$ cat src/rtl/txpath_pkg.sv
package txpath_pkg;
  typedef struct packed {
    logic push;
    logic pop;
    logic flush;
  } pathStrobes_t;
endpackage

$ cat src/rtl/txpath_ctrl.sv
module txpath_ctrl
  import txpath_pkg::*;
#(
  parameter int DEPTH = 6,
  localparam int CNT_W = $clog2(DEPTH + 1)
) (
  input  logic             clk,
  input  logic             rst,
  input  logic             modeWrEn,
  input  logic             modeWrVal,
  input  logic             wideFmt,
  input  logic             hostXferActive,
  input  logic             coreWrEn,
  input  logic             hostRdEn,
  output pathStrobes_t     strobes,
  output logic             coreTxReq,
  output logic             hostRxReq,
  output logic [CNT_W-1:0] occupancy,
  output logic             fetchModeQ
);
  localparam int HALF = DEPTH / 2;

  logic             xferQ;
  logic             wideQ;
  logic [CNT_W-1:0] occQ;
  logic [CNT_W-1:0] curCap;
  logic             modeFlush;
  logic             idleFlush;

  always_comb begin
    modeFlush     = modeWrEn & modeWrVal;
    idleFlush     = fetchModeQ & ~hostXferActive;
    strobes.flush = modeFlush | idleFlush;
    if (fetchModeQ)  curCap = CNT_W'(1);
    else if (wideQ)  curCap = CNT_W'(HALF);
    else             curCap = CNT_W'(DEPTH);
    strobes.push = coreWrEn & (occQ < curCap) & ~strobes.flush;
    strobes.pop  = hostRdEn & (occQ != '0) & ~strobes.flush;
  end

  always_ff @(posedge clk) begin
    if (rst) begin
      fetchModeQ <= 1'b1;
      xferQ      <= 1'b0;
      wideQ      <= wideFmt;
      occQ       <= '0;
    end else begin
      if (modeWrEn) fetchModeQ <= modeWrVal;
      xferQ <= hostXferActive & ~modeFlush;
      if (occQ == '0) wideQ <= wideFmt;
      if (strobes.flush) occQ <= '0;
      else begin
        case ({strobes.push, strobes.pop})
          2'b10:   occQ <= occQ + CNT_W'(1);
          2'b01:   occQ <= occQ - CNT_W'(1);
          default: occQ <= occQ;
        endcase
      end
    end
  end

  assign occupancy = occQ;
  assign hostRxReq = (occQ != '0);
  assign coreTxReq = fetchModeQ ? (xferQ & (occQ == '0)) : (occQ < curCap);
endmodule

$ cat src/rtl/txpath_data.sv
module txpath_data
  import txpath_pkg::*;
#(
  parameter int DATA_W = 16,
  parameter int DEPTH  = 6,
  localparam int PTR_W = (DEPTH > 1) ? $clog2(DEPTH) : 1
) (
  input  logic              clk,
  input  logic              rst,
  input  pathStrobes_t      strobes,
  input  logic [DATA_W-1:0] wrData,
  output logic [DATA_W-1:0] rdData
);
  logic [DATA_W-1:0] store [DEPTH];
  logic [PTR_W-1:0]  wrPtr;
  logic [PTR_W-1:0]  rdPtr;

  function automatic logic [PTR_W-1:0] nextPtr(input logic [PTR_W-1:0] p);
    return (p == PTR_W'(DEPTH - 1)) ? '0 : p + PTR_W'(1);
  endfunction

  always_ff @(posedge clk) begin
    if (strobes.push) store[wrPtr] <= wrData;
  end

  always_ff @(posedge clk) begin
    if (rst) begin
      wrPtr  <= '0;
      rdPtr  <= '0;
      rdData <= '0;
    end else if (strobes.flush) begin
      wrPtr <= '0;
      rdPtr <= '0;
    end else begin
      if (strobes.push) wrPtr <= nextPtr(wrPtr);
      if (strobes.pop) begin
        rdData <= store[rdPtr];
        rdPtr  <= nextPtr(rdPtr);
      end
    end
  end
endmodule

$ cat src/rtl/core_host_txpath.sv
module core_host_txpath
  import txpath_pkg::*;
#(
  parameter int DATA_W = 16,
  parameter int DEPTH  = 6,
  localparam int CNT_W = $clog2(DEPTH + 1)
) (
  input  logic              clk,
  input  logic              rst,
  input  logic              modeWrEn,
  input  logic              modeWrVal,
  input  logic              wideFmt,
  input  logic              hostXferActive,
  input  logic              coreWrEn,
  input  logic [DATA_W-1:0] coreWrData,
  input  logic              hostRdEn,
  output logic [DATA_W-1:0] hostRdData,
  output logic              coreTxReq,
  output logic              hostRxReq
);
  pathStrobes_t     strobes;
  logic [CNT_W-1:0] occupancy;
  logic             fetchModeQ;

  txpath_ctrl #(.DEPTH(DEPTH)) u_ctrl (
    .clk            (clk),
    .rst            (rst),
    .modeWrEn       (modeWrEn),
    .modeWrVal      (modeWrVal),
    .wideFmt        (wideFmt),
    .hostXferActive (hostXferActive),
    .coreWrEn       (coreWrEn),
    .hostRdEn       (hostRdEn),
    .strobes        (strobes),
    .coreTxReq      (coreTxReq),
    .hostRxReq      (hostRxReq),
    .occupancy      (occupancy),
    .fetchModeQ     (fetchModeQ)
  );

  txpath_data #(.DATA_W(DATA_W), .DEPTH(DEPTH)) u_data (
    .clk     (clk),
    .rst     (rst),
    .strobes (strobes),
    .wrData  (coreWrData),
    .rdData  (hostRdData)
  );
endmodule

$ cat config.mk
export PLATFORM = sky130hd
export DESIGN_NAME = core_host_txpath
export DESIGN_NICKNAME = d
export VERILOG_FILES = /design/src/rtl/txpath_pkg.sv /design/src/rtl/txpath_ctrl.sv /design/src/rtl/txpath_data.sv /design/src/rtl/core_host_txpath.sv
export SDC_FILE = /design/constraint.sdc
export NUM_CORES = 1
export LEC_CHECK = 0
export BUFFER_PORTS_ARGS = -buffer_cell sky130_fd_sc_hd__clkbuf_2
export CAP_MARGIN = 20
export CORE_UTILIZATION = 25
export DETAILED_ROUTE_END_ITERATION = 10
export PLACE_DENSITY = 0.39
export SLEW_MARGIN = 40
export SYNTH_ARGS = -nofsm -noshare
export SYNTH_HDL_FRONTEND = slang
export SYNTH_SLANG_ARGS = --single-unit
$ cat constraint.sdc
create_clock -name clk -period 3.7 [get_ports clk]
set_clock_uncertainty 0.1 [all_clocks]
set_input_delay 0.37 -clock clk [delete_from_list [all_inputs] [get_ports clk]]
set_output_delay 0.37 -clock clk [all_outputs]
set_load 0.01 [all_outputs]
[After elaboration in Yosys (flattened, before gate mapping)]
Memories as Yosys holds them, arrays and structs flattened. A register that Yosys moved wholly into a read port is not among the register bits.
Index checks and enable logic that the tools add are counted.
Operators by class
  add/sub/neg operators: 4
  multiply operators: 0
  divide/modulo/power cells: 0
  $lt $le $gt $ge: 1
  eq/ne operators: 4
  shifts and indexed selects: 0
  mux-type cells: 10
  bitwise operators: 12
  reductions and logical operators: 6
Operator list (count)
  two-way mux 3 bit: 4
  adder 3 x 1 -> 3 bit, second input constant: 3
  AND 1 bit: 8
  equality test 3 bit, second input constant: 2
  case mux 3 bit (2 select lines): 1
  two-way mux 1 bit: 5
  nonzero test 2 bit: 2
  logical NOT 3 bit: 1
  < comparator 3 bit: 1
  inverter 1 bit: 3
  nonzero test 3 bit: 1
  subtractor 3 x 1 -> 3 bit, second input constant: 1
  equality test 2 x 1 -> 1 bit, second input constant: 1
  equality test 2 bit, second input constant: 1
  AND reduction 2 bit: 1
  OR reduction 2 bit: 1
  bitwise OR 1 bit: 1
Storage, ports and cells
  register bits: 12
  bits in latches: 0
  memory bits (writable): 96
  bits in read-only memories: 0
  bits of input ports: 24
  logic and storage cells: 44
  memories: 1
Memory list
  u_data.store: words 6, width 16, rd ports 1, clocked after Yosys merged registers in 1, write ports 1, line txpath_data.sv:14  | logic [DATA_W-1:0] store [DEPTH];

[Logic depth before layout (Yosys ltp)]
Gate-level depths: netlist (run 1).
  depth in word-level cells: 7
  gate-level depth with buffers: 11
  gate-level depth less buffers: 11

[By module]
A second synthesis (run 1) with hierarchy kept.
Unflattened totals
  cells, all modules: 319
  area, all modules: 4976.0 µm²
By module, submodules not included
  txpath_data: times used 1, cells an instance 277, area an instance 4605.7 µm², seq. area each 3323.2 µm²
  txpath_ctrl: times used 1, cells an instance 42, area an instance 370.4 µm², seq. area each 130.1 µm²

[Least setup slack after synthesis (run 1)]
Ideal clock, no wire load.
  kind: register to register
  from: register u_ctrl.fetchModeQ
  to: memory u_data.store[1][0], enable pin
  setup time: 409 ps
  arrival: 2772 ps
  required time: 3191 ps
  path slack: 419 ps
  cell stages (with the launch flop): 8
  path buffers: 1
  clock period less this slack: 3281 ps
  path through: dfxtp_1 -> or2_2 -> ha_1 -> a21oi_1 -> o21ai_0 -> or3_1 -> clkbuf_1 -> nor3_1
On the way
  longest elaborated chain between the ends: 6
  elaborated cells on any way between the ends: 9
  classes of those cells: 1 x order compare; 3 x mux; 5 x bitwise
RTL lines
  from (decl): line txpath_ctrl.sv:19  | output logic fetchModeQ
  from (signal assigned): line txpath_ctrl.sv:48  | if (modeWrEn) fetchModeQ <= modeWrVal;
  two-way mux 3 bit or AND 1 bit (tied branches): line txpath_ctrl.sv:34, txpath_ctrl.sv:32
  < comparator 3 bit or bitwise OR 1 bit (tied branches): line txpath_ctrl.sv:37, txpath_ctrl.sv:33
  AND 1 bit or inverter 1 bit (tied branches): line txpath_ctrl.sv:37  | strobes.push = coreWrEn & (occQ < curCap) & ~strobes.flush;
  AND 1 bit *: line txpath_ctrl.sv:37
  two-way mux 1 bit *: line txpath_data.sv:23  | if (strobes.push) store[wrPtr] <= wrData;
  two-way mux 1 bit (implied by the code) *: line txpath_data.sv:23
  to (decl): line txpath_data.sv:14
Mark *: on every way between the ends. The rest lies on a longest branch, timed or not.

[Worst setup path in the final report (run 1)]
  from: register u_ctrl.fetchModeQ
  to: memory u_data.store[1][3], enable pin
The elaborated chain is that of the path after synthesis.

==> metrics.md, run 1 <==
| Metric | Value |
|---|---|
| Die Ht | `141 um` |
| CTS tree | `built` |
| Flops & latches, synth | `124` |
| Hold Startpoint | `wideFmt` |
| # fillers | `about 1,900` |
| Min Tclk post-route | `2.93 ns` |
| Final Worst Setup Slack | `0.765 ns` |
| Total nets after synthesis | `around 300` |
| First-pass GRT wire length | `between 15 and 20 mm` |
| Unique cell type count in the Yosys netlist | `37` |
| Worst skew pair latency | `roughly 0.42 ns` |
| H-tree depth | `4` |
| Final count of hold timing violations | `0` |
| RSZ-0062 raised after global routing | `false` |
| Mapped Avg Cell Area | `17.7 um^2` |
| CP Launch Type | `flop` |
| Placed cell count | `546` |
| N_diodes | `0` |
| Crit path arrival time | `2.95 ns` |
| DRC Markers | `0` |
| Reg2Reg Depth | `7` |
| Final WL | `10.2 mm` |
| Setup TNS | `0 ns` |
| Dpl cell area | `approximately 5300 um^2` |
| Clock buffer depth | `2` |
| Row cnt | `50` |
| Worst slew pin tran | `0.595 ns` |
| I/O pin total | `42` |
| Count of final setup violators | `0` |
| Worst Setup SP | `u_ctrl.fetchModeQ$_SDFFE_PP1P_` |
| Clock slew at reported path FFs | `0.06 ns` |
| Status | `completed` |
| Commonest cells after routing, fill and taps aside | `edfxtp_1 (97), clkbuf_2 (41), dfxtp_1 (25)` |
| Nets | `359` |
| Initial Utilization | `25.6%` |
| Final-report max-slew violation count | `0` |
| Slew headroom | `60.1%` |
| Total track usage | `between 10% and 20%` |
| Non-Filler Cell Area, Final | `around 5900 um^2` |
| Initial drt markers | `107` |
| Hold WC Path Type | `input pin to flop` |
| Share of cells above drive strength 1 | `36.9%` |
| Most common cell after layout, fill and taps aside | `edfxtp_1` |
| Fmax | `~0.34 GHz` |
| Antenna violations before repair | `0` |
| Synth warn | `0` |
| Hold depth | `1` |
| Number of routed nets with antenna violations | `0` |
| CTS Hold Bufs | `0` |
| Largest fanout on the critical path | `11` |
| Worst VDD drop | `0.000314 V` |
| Fin cells | `578` |
| Worst r2r src | `u_ctrl.fetchModeQ$_SDFFE_PP1P_` |
| Vias in the first global route | `2,727` |
| Cell area after synthesis | `4810 um^2` |
| Register area share after synthesis | `71.8%` |
| Vias after detailed routing | `2,515` |
| Cell taking the most area after synthesis | `edfxtp_1` |
| Cell leakage power | `1.95 nW` |
| Max_cap viols | `0` |
| HPWL after detailed placement | `6.51 mm` |
| Clock sinks | `124` |
| Post-Place Worst Slack | `0.713 ns` |
| Crit share post-route | `79.3%` |
| PwrDens | `536 nW/um^2` |
| Gr ovfl total | `0` |
| Area growth from synthesis to layout | `22.4%` |
| Post-route core utilization | `31.3%` |
| Die area | `19,800 um^2` |
| CTS Buf Count | `17` |
| Vias per cell | `approximately 4.4` |
| Total Power | `approximately 3.2 mW` |
| Post-CTS setup buffer count | `0` |
| IO Port Bufs | `between 40 and 50` |
| Worst setup path category | `flop to flop` |
| Wirelength per Cell | `between 15 and 20 um` |
| 1st-pass router iterations | `4` |
| Yosys top cell area share | `60.6%` |
| Pin count of the biggest net entering global routing | `20` |
| Core area | `about 19,000 um^2` |
| Die width | `~140 um` |
| Clk root buf | `clkbuf_16` |
| Top cells by area, synth | `edfxtp_1 (61%), dfxtp_1 (11%), mux4_2 (7.5%)` |
| Hold slack | `0.0464 ns` |
| Mapped Cells | `around 270` |
| WP data required | `3.71 ns` |
| Gp weighted congestion | `between 0.7 and 0.8` |
| Post-CTS sizing | `0` |
| Endpoint class of the critical path | `flop` |
## worst max-delay path, cell delays in order (launching register included)
cell	delay, ns
dfxtp_1	0.37
or2_2	0.31
ha_1	0.29
a21oi_1	0.12
o21ai_0	0.17
or3_1	0.47
nor3_2	0.48
buf_4	0.32
## sequential cells by signal, indices dropped and copies added, names as in the netlist
signal,cells
u_data.wrPtr,3
u_ctrl.xferQ,1
u_data.rdData,16
u_data.rdPtr,3
u_data.store,96
u_ctrl.wideQ,1
u_ctrl.fetchModeQ,1
u_ctrl.occupancy,3
## layout make-up
class / count / area, um^2 / area share [%]
flip-flops and latches: 124 / 3460 / 58.7
multi-input cells: 126 / 1250 / 21.3
clock buffers: 17 / 425 / 7.23
repair buffers: 53 / 295 / 5.02
well taps: 234 / 293 / 4.98
clock inverters: 15 / 126 / 2.15
inverters: 9 / 33.8 / 0.574
## report_power, final
part           switching [mW]  internal (mW)  leakage, nW  total, mW
sequential            0.00735           1.52         1.10       1.53
clock                   0.612          0.917        0.260       1.53
combinational          0.0593         0.0389        0.595     0.0982
## per-layer routing
layer	up-vias	global-route usage, %	routed length (um)
met5	-	0	0
met4	0	6.86	295
met3	18	3.16	287
met2	43	18.6	5060
met1	1268	13.6	4590
li1	1186	-	-
## cell families (layout without fill, tap and decap cells)
family                   after synthesis  after routing  share of synthesized area [%]
AO/OA/AOI/OAI                         31             31                           4.58
XOR/XNOR                               3              3                          0.547
adder cells (fa/ha/maj)                4              4                           1.20
buffers and inverters                 21             94                           2.42
flip-flops                           124            124                           71.8
multiplexers                          50             50                           15.0
AND/OR/NAND/NOR                       38             38                           4.45
## worst paths after layout
check / to / slack (ns)
min reg2reg: u_data.rdData[12]$_SDFFE_PP0P_ / 0.36
max reg2reg: u_data.store[1][3]$_DFFE_PP_ / 0.77
max: u_data.store[1][3]$_DFFE_PP_ / 0.77
min: u_ctrl.wideQ$_DFFE_PP_ / 0.05
## synthesized netlist by cell type, drive strengths merged
library cell / instances
nand4b: 1
ha: 3
or4: 2
mux4: 16
clkbuf: 2
mux2i: 18
inv: 9
nor2: 9
edfxtp: 97
or2: 2
nand3: 2
xnor2: 1
buf: 10
and2: 2
a21oi: 7
nand4: 1
nand2: 5
or3: 4
o21ai: 7
nor3: 4
xor2: 2
fa: 1
mux2: 16
dfxtp: 27
nand2b: 5
o21ba: 1
nor2b: 1
o2bb2ai: 16
No activity file was read; power rests on OpenSTA's default activity.
==> run 2, diff against run 1 <==
==> constraint.sdc (replaced) <==
create_clock -name clk -period 2.8 [get_ports clk]
set_clock_uncertainty 0.1 [all_clocks]
set_input_delay 0.28 -clock clk [delete_from_list [all_inputs] [get_ports clk]]
set_output_delay 0.28 -clock clk [all_outputs]
set_load 0.01 [all_outputs]
==> run 2 against run 1 <==
Effect of this change:
- non-clock buffer count up 12
- wire length up 0.90%
- sequential power up 32%
- first-iteration DRC count up 60%
- clock power up 45%
- global-route usage down 0.058 points
- combinational power up 49%
- flip-flop and latch count unchanged
- hold slack worse by 0.027 ns
- critical path depth up 4
- critical path type unchanged
- largest cell class unchanged
- largest power group is now clock
==> metrics.md, run 2 (synthesis results as in run 1) <==
| Metric | Value |
|---|---|
| Status | `completed` |
| Die area | `19,800 um^2` |
| RSZ-0062 raised after global routing | `false` |
| # fillers | `approximately 1,900` |
| Clock sinks | `between 100 and 150` |
| Vias per cell | `between 4 and 5` |
| Worst skew pair latency | `0.42 ns` |
| Crit path arrival time | `2.90 ns` |
| N_diodes | `0` |
| IO Port Bufs | `41` |
| CTS Buf Count | `17` |
| Critical Path Max Stage Delay | `0.38 ns` |
| Area growth from synthesis to layout | `25.9%` |
| Net Sw Frac | `19.1%` |
| Clk pwr share | `50.6%` |
| PwrDens | `724 nW/um^2` |
| Top Family by Delay on Critical Path | `adder cells` |
| Largest fanout on the critical path | `2` |
| Max FFs per register | `96` |
| Power share of the combinational group | `roughly 3.3%` |
| Final count of hold timing violations | `0` |
| 1st-pass router iterations | `4` |
| Commonest cells after routing, fill and taps aside | `edfxtp_1 (97), clkbuf_2 (41), dfxtp_1 (24)` |
| I/O pin total | `42` |
| Row cnt | `50` |
| Placed cell count | `554` |
| Slowest cell on crit path | `edfxtp_1` |
| HPWL after detailed placement | `6.63 mm` |
| Fmax | `0.375 GHz` |
| WP data required | `3.04 ns` |
| Hold WC Path Type | `input pin to flop` |
| Buf/Inv on CP | `1` |
| Most flops, register | `u_data.store` |
| Fin cells | `590` |
| Final-report max-slew violation count | `0` |
| First-pass GRT wire length | `16.0 mm` |
| Dpl cell area | `about 5400 um^2` |
| Initial Utilization | `25.6%` |
| Min Tclk post-route | `roughly 2.7 ns` |
| Cell-internal power | `3.55 mW` |
| Core area | `18,800 um^2` |
| Initial drt markers | `roughly 170` |
| Sw Pwr | `836 uW` |
| Cell leakage power | `2.05 nW` |
| Gr ovfl total | `0` |
| Die Ht | `141 um` |
| Endpoint class of the critical path | `flop` |
| Worst VDD drop | `between 0.0004 and 0.0005 V` |
| Gp weighted congestion | `0.727` |
| Most common cell after layout, fill and taps aside | `edfxtp_1` |
| Crit path cell chain | `or2_2 -> ha_1 -> nand2_1 -> o21ai_1 -> or2_2 -> ha_1 -> inv_1 -> fa_1 -> xor2_1 -> or3_1 -> a21oi_1` |
| Worst setup path category | `flop to flop` |
| Pin count of the biggest net entering global routing | `20` |
| Antenna violations before repair | `0` |
| DRC Markers | `0` |
| Non-Filler Cell Area, Final | `6050 um^2` |
| Clock buffer depth | `2` |
| Die width | `141 um` |
| Wirelength per Cell | `17.5 um` |
| Max_cap viols | `0` |
| Vias after detailed routing | `2,574` |
| Clk root buf | `clkbuf_16` |
| Vias in the first global route | `approximately 2,700` |
| Part of the power in registers | `46.0%` |
| Largest regs | `u_data.store: 96 flops, u_data.rdData: 16 flops` |
| Crit share post-route | `95.2%` |
| Nets | `about 370` |
| CTS tree | `built` |
| Number of routed nets with antenna violations | `0` |
| Total track usage | `11.4%` |
| CP Launch Type | `flop` |
| Total Power | `4.38 mW` |
| Post-route core utilization | `32.3%` |
| Count of final setup violators | `0` |
| H-tree depth | `4` |
| Slew headroom | `approximately 64%` |
| Clock slew at reported path FFs | `0.06 ns` |
| Final WL | `10.3 mm` |
| Share of cells above drive strength 1 | `37.1%` |
| Worst slew pin tran | `0.543 ns` |
-- run 2: cell type report --
class / instances / area, um^2 / area share (%)
clock buffers: 22 / 444 / 7.34
clock inverters: 10 / 148 / 2.44
inverters: 9 / 33.8 / 0.558
multi-input cells: 126 / 1250 / 20.6
flip-flops and latches: 124 / 3460 / 57.1
well taps: 234 / 293 / 4.84
repair buffers: 65 / 430 / 7.11
-- run 2: per-layer routing --
metal	wire length, um	GRT usage [%]	up-vias	share of wire (%)
li1	-	-	1205	-
met3	329	3.33	17	3.2
met1	4910	14.5	1306	48
met2	4870	17.7	46	47
met4	214	5.66	0	2.1
met5	0	0	-	0
-- run 2: per-stage QoR --
| stage | setup WS, ns | hold slack, ns | setup TNS, ns |
|---|---|---|---|
| after CTS | 0.0727 | 0.00340 | 0 |
| after global placement | 0.155 | 0.345 | 0 |
| final | 0.135 | 0.0192 | 0 |
| after global routing | 0.00207 | 0.0212 | 0 |
| after floorplan | -0.0524 | 0.279 | -1.68 |
| after detailed placement | 0.0538 | 0.346 | 0 |
-- run 2: worst paths after layout --
path,startpoint,end,slack [ns],depth (start not counted)
worst min register to register,u_data.rdData[15]$_SDFFE_PP0P_,u_data.rdData[15]$_SDFFE_PP0P_,0.36,1
worst max register to register,u_ctrl.wideQ$_DFFE_PP_,u_ctrl.occupancy[2]$_SDFFE_PP0P_,0.13,11
worst min-delay path,coreWrData[14],u_data.store[2][14]$_DFFE_PP_,0.02,1
worst max-delay path,u_ctrl.wideQ$_DFFE_PP_,u_ctrl.occupancy[2]$_SDFFE_PP0P_,0.13,11
-- run 2: power groups by stage --
| stage | combinational [mW] | sequential, mW | clock [mW] |
|---|---|---|---|
| final | 0.146 | 2.02 | 2.22 |
| after global routing | 0.164 | 2.02 | 2.35 |
| after CTS | 0.150 | 2.02 | 2.28 |
| after detailed placement | 0.146 | 2.06 | 0 |
| after global placement | 0.145 | 2.05 | 0 |
| after floorplan | 0.0674 | 2.06 | 0 |
-- run 2: what timing repair did --
action                                 4_1_cts  5_1_grt
setup endpoints to repair                    0        1
resized for setup                            0        1
setup buffers                                0        1
endpoints found under the hold margin        3        0
hold buffers                                 3        0
==> run 3, diff against run 2 <==
--- a/config.mk
+++ b/config.mk
@@ -5,6 +5,7 @@
 export SDC_FILE = /design/constraint.sdc
 export NUM_CORES = 1
 export LEC_CHECK = 0
+export ABC_AREA = 1
 export BUFFER_PORTS_ARGS = -buffer_cell sky130_fd_sc_hd__clkbuf_2
 export CAP_MARGIN = 20
 export CORE_UTILIZATION = 25
==> run 3 against run 2 <==
Effect of this change:
- non-clock buffer count shrank 4
- worst setup slack gained 0.11 ns
- flip-flop and latch count is the same
- fmax grew 4.5%
- die area grew 3.4%
- hold slack gained 0.010 ns
- power shrank 6.0%
- synthesized area grew 3.5%
- synthesized cell count grew 68%
- cell count grew 35%
- combinational power grew 9%
- register-to-register slack gained 0.11 ns
- critical endpoint is now u_ctrl.occupancy[1]$_SDFFE_PP0P_
- largest power group is now registers
==> metrics.md, run 3 <==
| Metric | Value |
|---|---|
| Synth warn | `0` |
| Die Ht | `143 um` |
| Synth Flop Type | `edfxtp_1` |
| Initial Utilization | `25.6%` |
| Core area | `19,500 um^2` |
| Final Worst Setup Slack | `0.248 ns` |
| Clock sinks | `124` |
| Cell area after synthesis | `about 5000 um^2` |
| Row cnt | `51` |
| Most common cell after layout, fill and taps aside | `nor2_1` |
| Cell leakage power | `2.42 nW` |
| Share of cells above drive strength 1 | `18.3%` |
| Post-synth EDFFs | `97` |
| Vias after detailed routing | `3,314` |
| WP data required | `just over 3 ns` |
| Commonest cells post-synth | `nor2_1 (108), edfxtp_1 (97), o21ai_0 (53), nand2_1 (51), a21oi_1 (39)` |
| Count of final setup violators | `0` |
| Hold WC Path Type | `input pin to flop` |
| Mapped Avg Cell Area | `11.0 um^2` |
| 1st-pass router iterations | `4` |
| Vias per cell | `4.17` |
| Min Tclk post-route | `2.55 ns` |
| Final-report max-slew violation count | `0` |
| Most common cell in the netlist | `nor2_1` |
| CTS Buf Count | `17` |
| Largest regs | `u_data.store: 96 flops, u_data.rdData: 16 flops` |
| CTS tree | `built` |
| HPWL after detailed placement | `between 8 and 9 mm` |
| Worst setup path category | `flop to flop` |
| Most flops, register | `u_data.store` |
| Wirelength per Cell | `15.9 um` |
| Clk root buf | `clkbuf_16` |
| Largest fanout on the critical path | `6` |
| Worst VDD drop | `0.000421 V` |
| Mapped Cells | `454` |
| Final WL | `12.6 mm` |
| Max FFs per register | `96` |
| First-pass GRT wire length | `19.6 mm` |
| Vias in the first global route | `between 3,000 and 4,000` |
| H-tree depth | `4` |
| RSZ-0062 raised after global routing | `false` |
| Crit share post-route | `91.1%` |
| Flops & latches, synth | `124` |
| Worst slew pin tran | `0.762 ns` |
| Dpl cell area | `roughly 5500 um^2` |
| Unique cell type count in the Yosys netlist | `30` |
| CP Launch Type | `flop` |
| Non-Filler Cell Area, Final | `6080 um^2` |
| Status | `completed` |
| Post-CTS setup buffer count | `0` |
| Worst skew pair latency | `0.42 ns` |
| PwrDens | `677 nW/um^2` |
| Die area | `20,500 um^2` |
| Nets | `around 550` |
| Fmax | `~0.4 GHz` |
| Clock buffer depth | `2` |
| Register area share after synthesis | `69.4%` |
| Pin count of the biggest net entering global routing | `24` |
| Initial drt markers | `235` |
| I/O pin total | `42` |
| Final count of hold timing violations | `0` |
| Crit path arrival time | `around 2.8 ns` |
| Slew headroom | `between 40% and 50%` |
| Gp weighted congestion | `0.782` |
| Async SR Flop Fraction | `0%` |
| Die width | `143 um` |
| Number of routed nets with antenna violations | `0` |
| IO Port Bufs | `between 40 and 50` |
| Total track usage | `13.4%` |
| N_diodes | `0` |
| Yosys top cell area share | `58.6%` |
| Top cells by area, synth | `edfxtp_1 (59%), dfxtp_1 (11%), nor2_1 (8.1%)` |
| Area growth from synthesis to layout | `22.3%` |
| Endpoint class of the critical path | `flop` |
| Max_cap viols | `0` |
| Gr ovfl total | `0` |
| Commonest cells after routing, fill and taps aside | `nor2_1 (108), edfxtp_1 (97), nand2_1 (51), o21ai_0 (51), clkbuf_2 (41)` |
| Antenna violations before repair | `0` |
| Cell taking the most area after synthesis | `edfxtp_1` |
| Hold slack | `0.0294 ns` |
| Total nets after synthesis | `482` |
| DRC Markers | `0` |
| Post-Place Worst Slack | `0.247 ns` |
| Clock slew at reported path FFs | `roughly 0.060 ns` |
-- run 3: changes by cell type after synthesis, sizes merged, moves of 16 or more --
cell and change:
mux2i -18, nand2 +47, a21oi +34, o2bb2ai -16
o21ai +47, nor2 +101, mux2 -16, inv +24
mux4 -16
-- run 3: timing repair --
item	in CTS	in global routing
hold buffers	4	0
endpoints found under the setup margin	0	1
hold endpoints to repair	3	0
resized for setup	0	2
-- run 3: report_power, final --
group / switching [mW] / internal [mW] / total, mW / leakage (nW)
logic: 0.106 / 0.0527 / 0.159 / 1.07
registers: 0.0109 / 2.01 / 2.02 / 1.10
clock network: 0.778 / 1.16 / 1.94 / 0.252
total: 0.895 / 3.23 / 4.12 / 2.42
-- run 3: worst paths after layout --
kind	cells past startpoint	slack, ns	from	endpoint
worst max-delay path	10	0.25	u_ctrl.fetchModeQ$_SDFFE_PP1P_	u_ctrl.occupancy[1]$_SDFFE_PP0P_
worst min-delay path	1	0.03	coreWrData[12]	u_data.store[0][12]$_DFFE_PP_
worst max register to register	10	0.25	u_ctrl.fetchModeQ$_SDFFE_PP1P_	u_ctrl.occupancy[1]$_SDFFE_PP0P_
worst min register to register	2	0.40	u_data.wrPtr[0]$_SDFFE_PP0P_	u_data.wrPtr[0]$_SDFFE_PP0P_
-- run 3: stage by stage --
stage | setup TNS [ns] | total power, mW | cells | utilization [%]
6_report | 0 | 4.12 | 795 | 31.3
5_1_grt | 0 | 4.27 | 795 | 31.3
4_1_cts | 0 | 4.18 | 795 | 31.3
3_5_place_dp | 0 | 2.22 | 759 | 28.4
3_3_place_gp | 0 | 2.22 | 759 | 28.4
2_1_floorplan | -7.24 | 2.14 | 454 | -
-- run 3: cells by family (layout without fill, tap and decap cells) --
group | after synthesis | in the layout | share of synthesized area, %
AOI/OAI and AO/OA | 96 | 96 | 9.86
adders and majority gates | 4 | 4 | 1.16
and+or+nand+nor | 179 | 179 | 14.6
DFF | 124 | 124 | 69.4
buffers and inverters | 51 | 127 | 4.93
-- run 3: worst max-delay path: stages (launching register included) --
cell     delay (ns)
dfxtp_1        0.36
or2_2          0.31
ha_1           0.29
a21oi_1        0.32
nand3_2        0.13
ha_1           0.19
inv_1          0.11
fa_1           0.43
nor2_1         0.10
a21oi_1        0.05
nor2_1         0.10
-- run 3: cell type report --
cell class	count	area [um^2]
fillers	2025	13400
flip-flops and latches	124	3450
multi-input cells	279	1290
clock buffers	23	468
repair buffers	61	365
well taps	265	332
inverters	34	128
clock inverters	9	47.5
-- run 3: per-layer routing --
metal / global-route usage (%) / wire length [um] / up-vias / share of wire [%]
li1: - / - / 1672 / -
met1: 17.9 / 6160 / 1564 / 49
met2: 20.7 / 5790 / 64 / 46
met3: 2.82 / 475 / 14 / 3.8
met4: 6.11 / 205 / 0 / 1.6
met5: 0 / 0 / - / 0
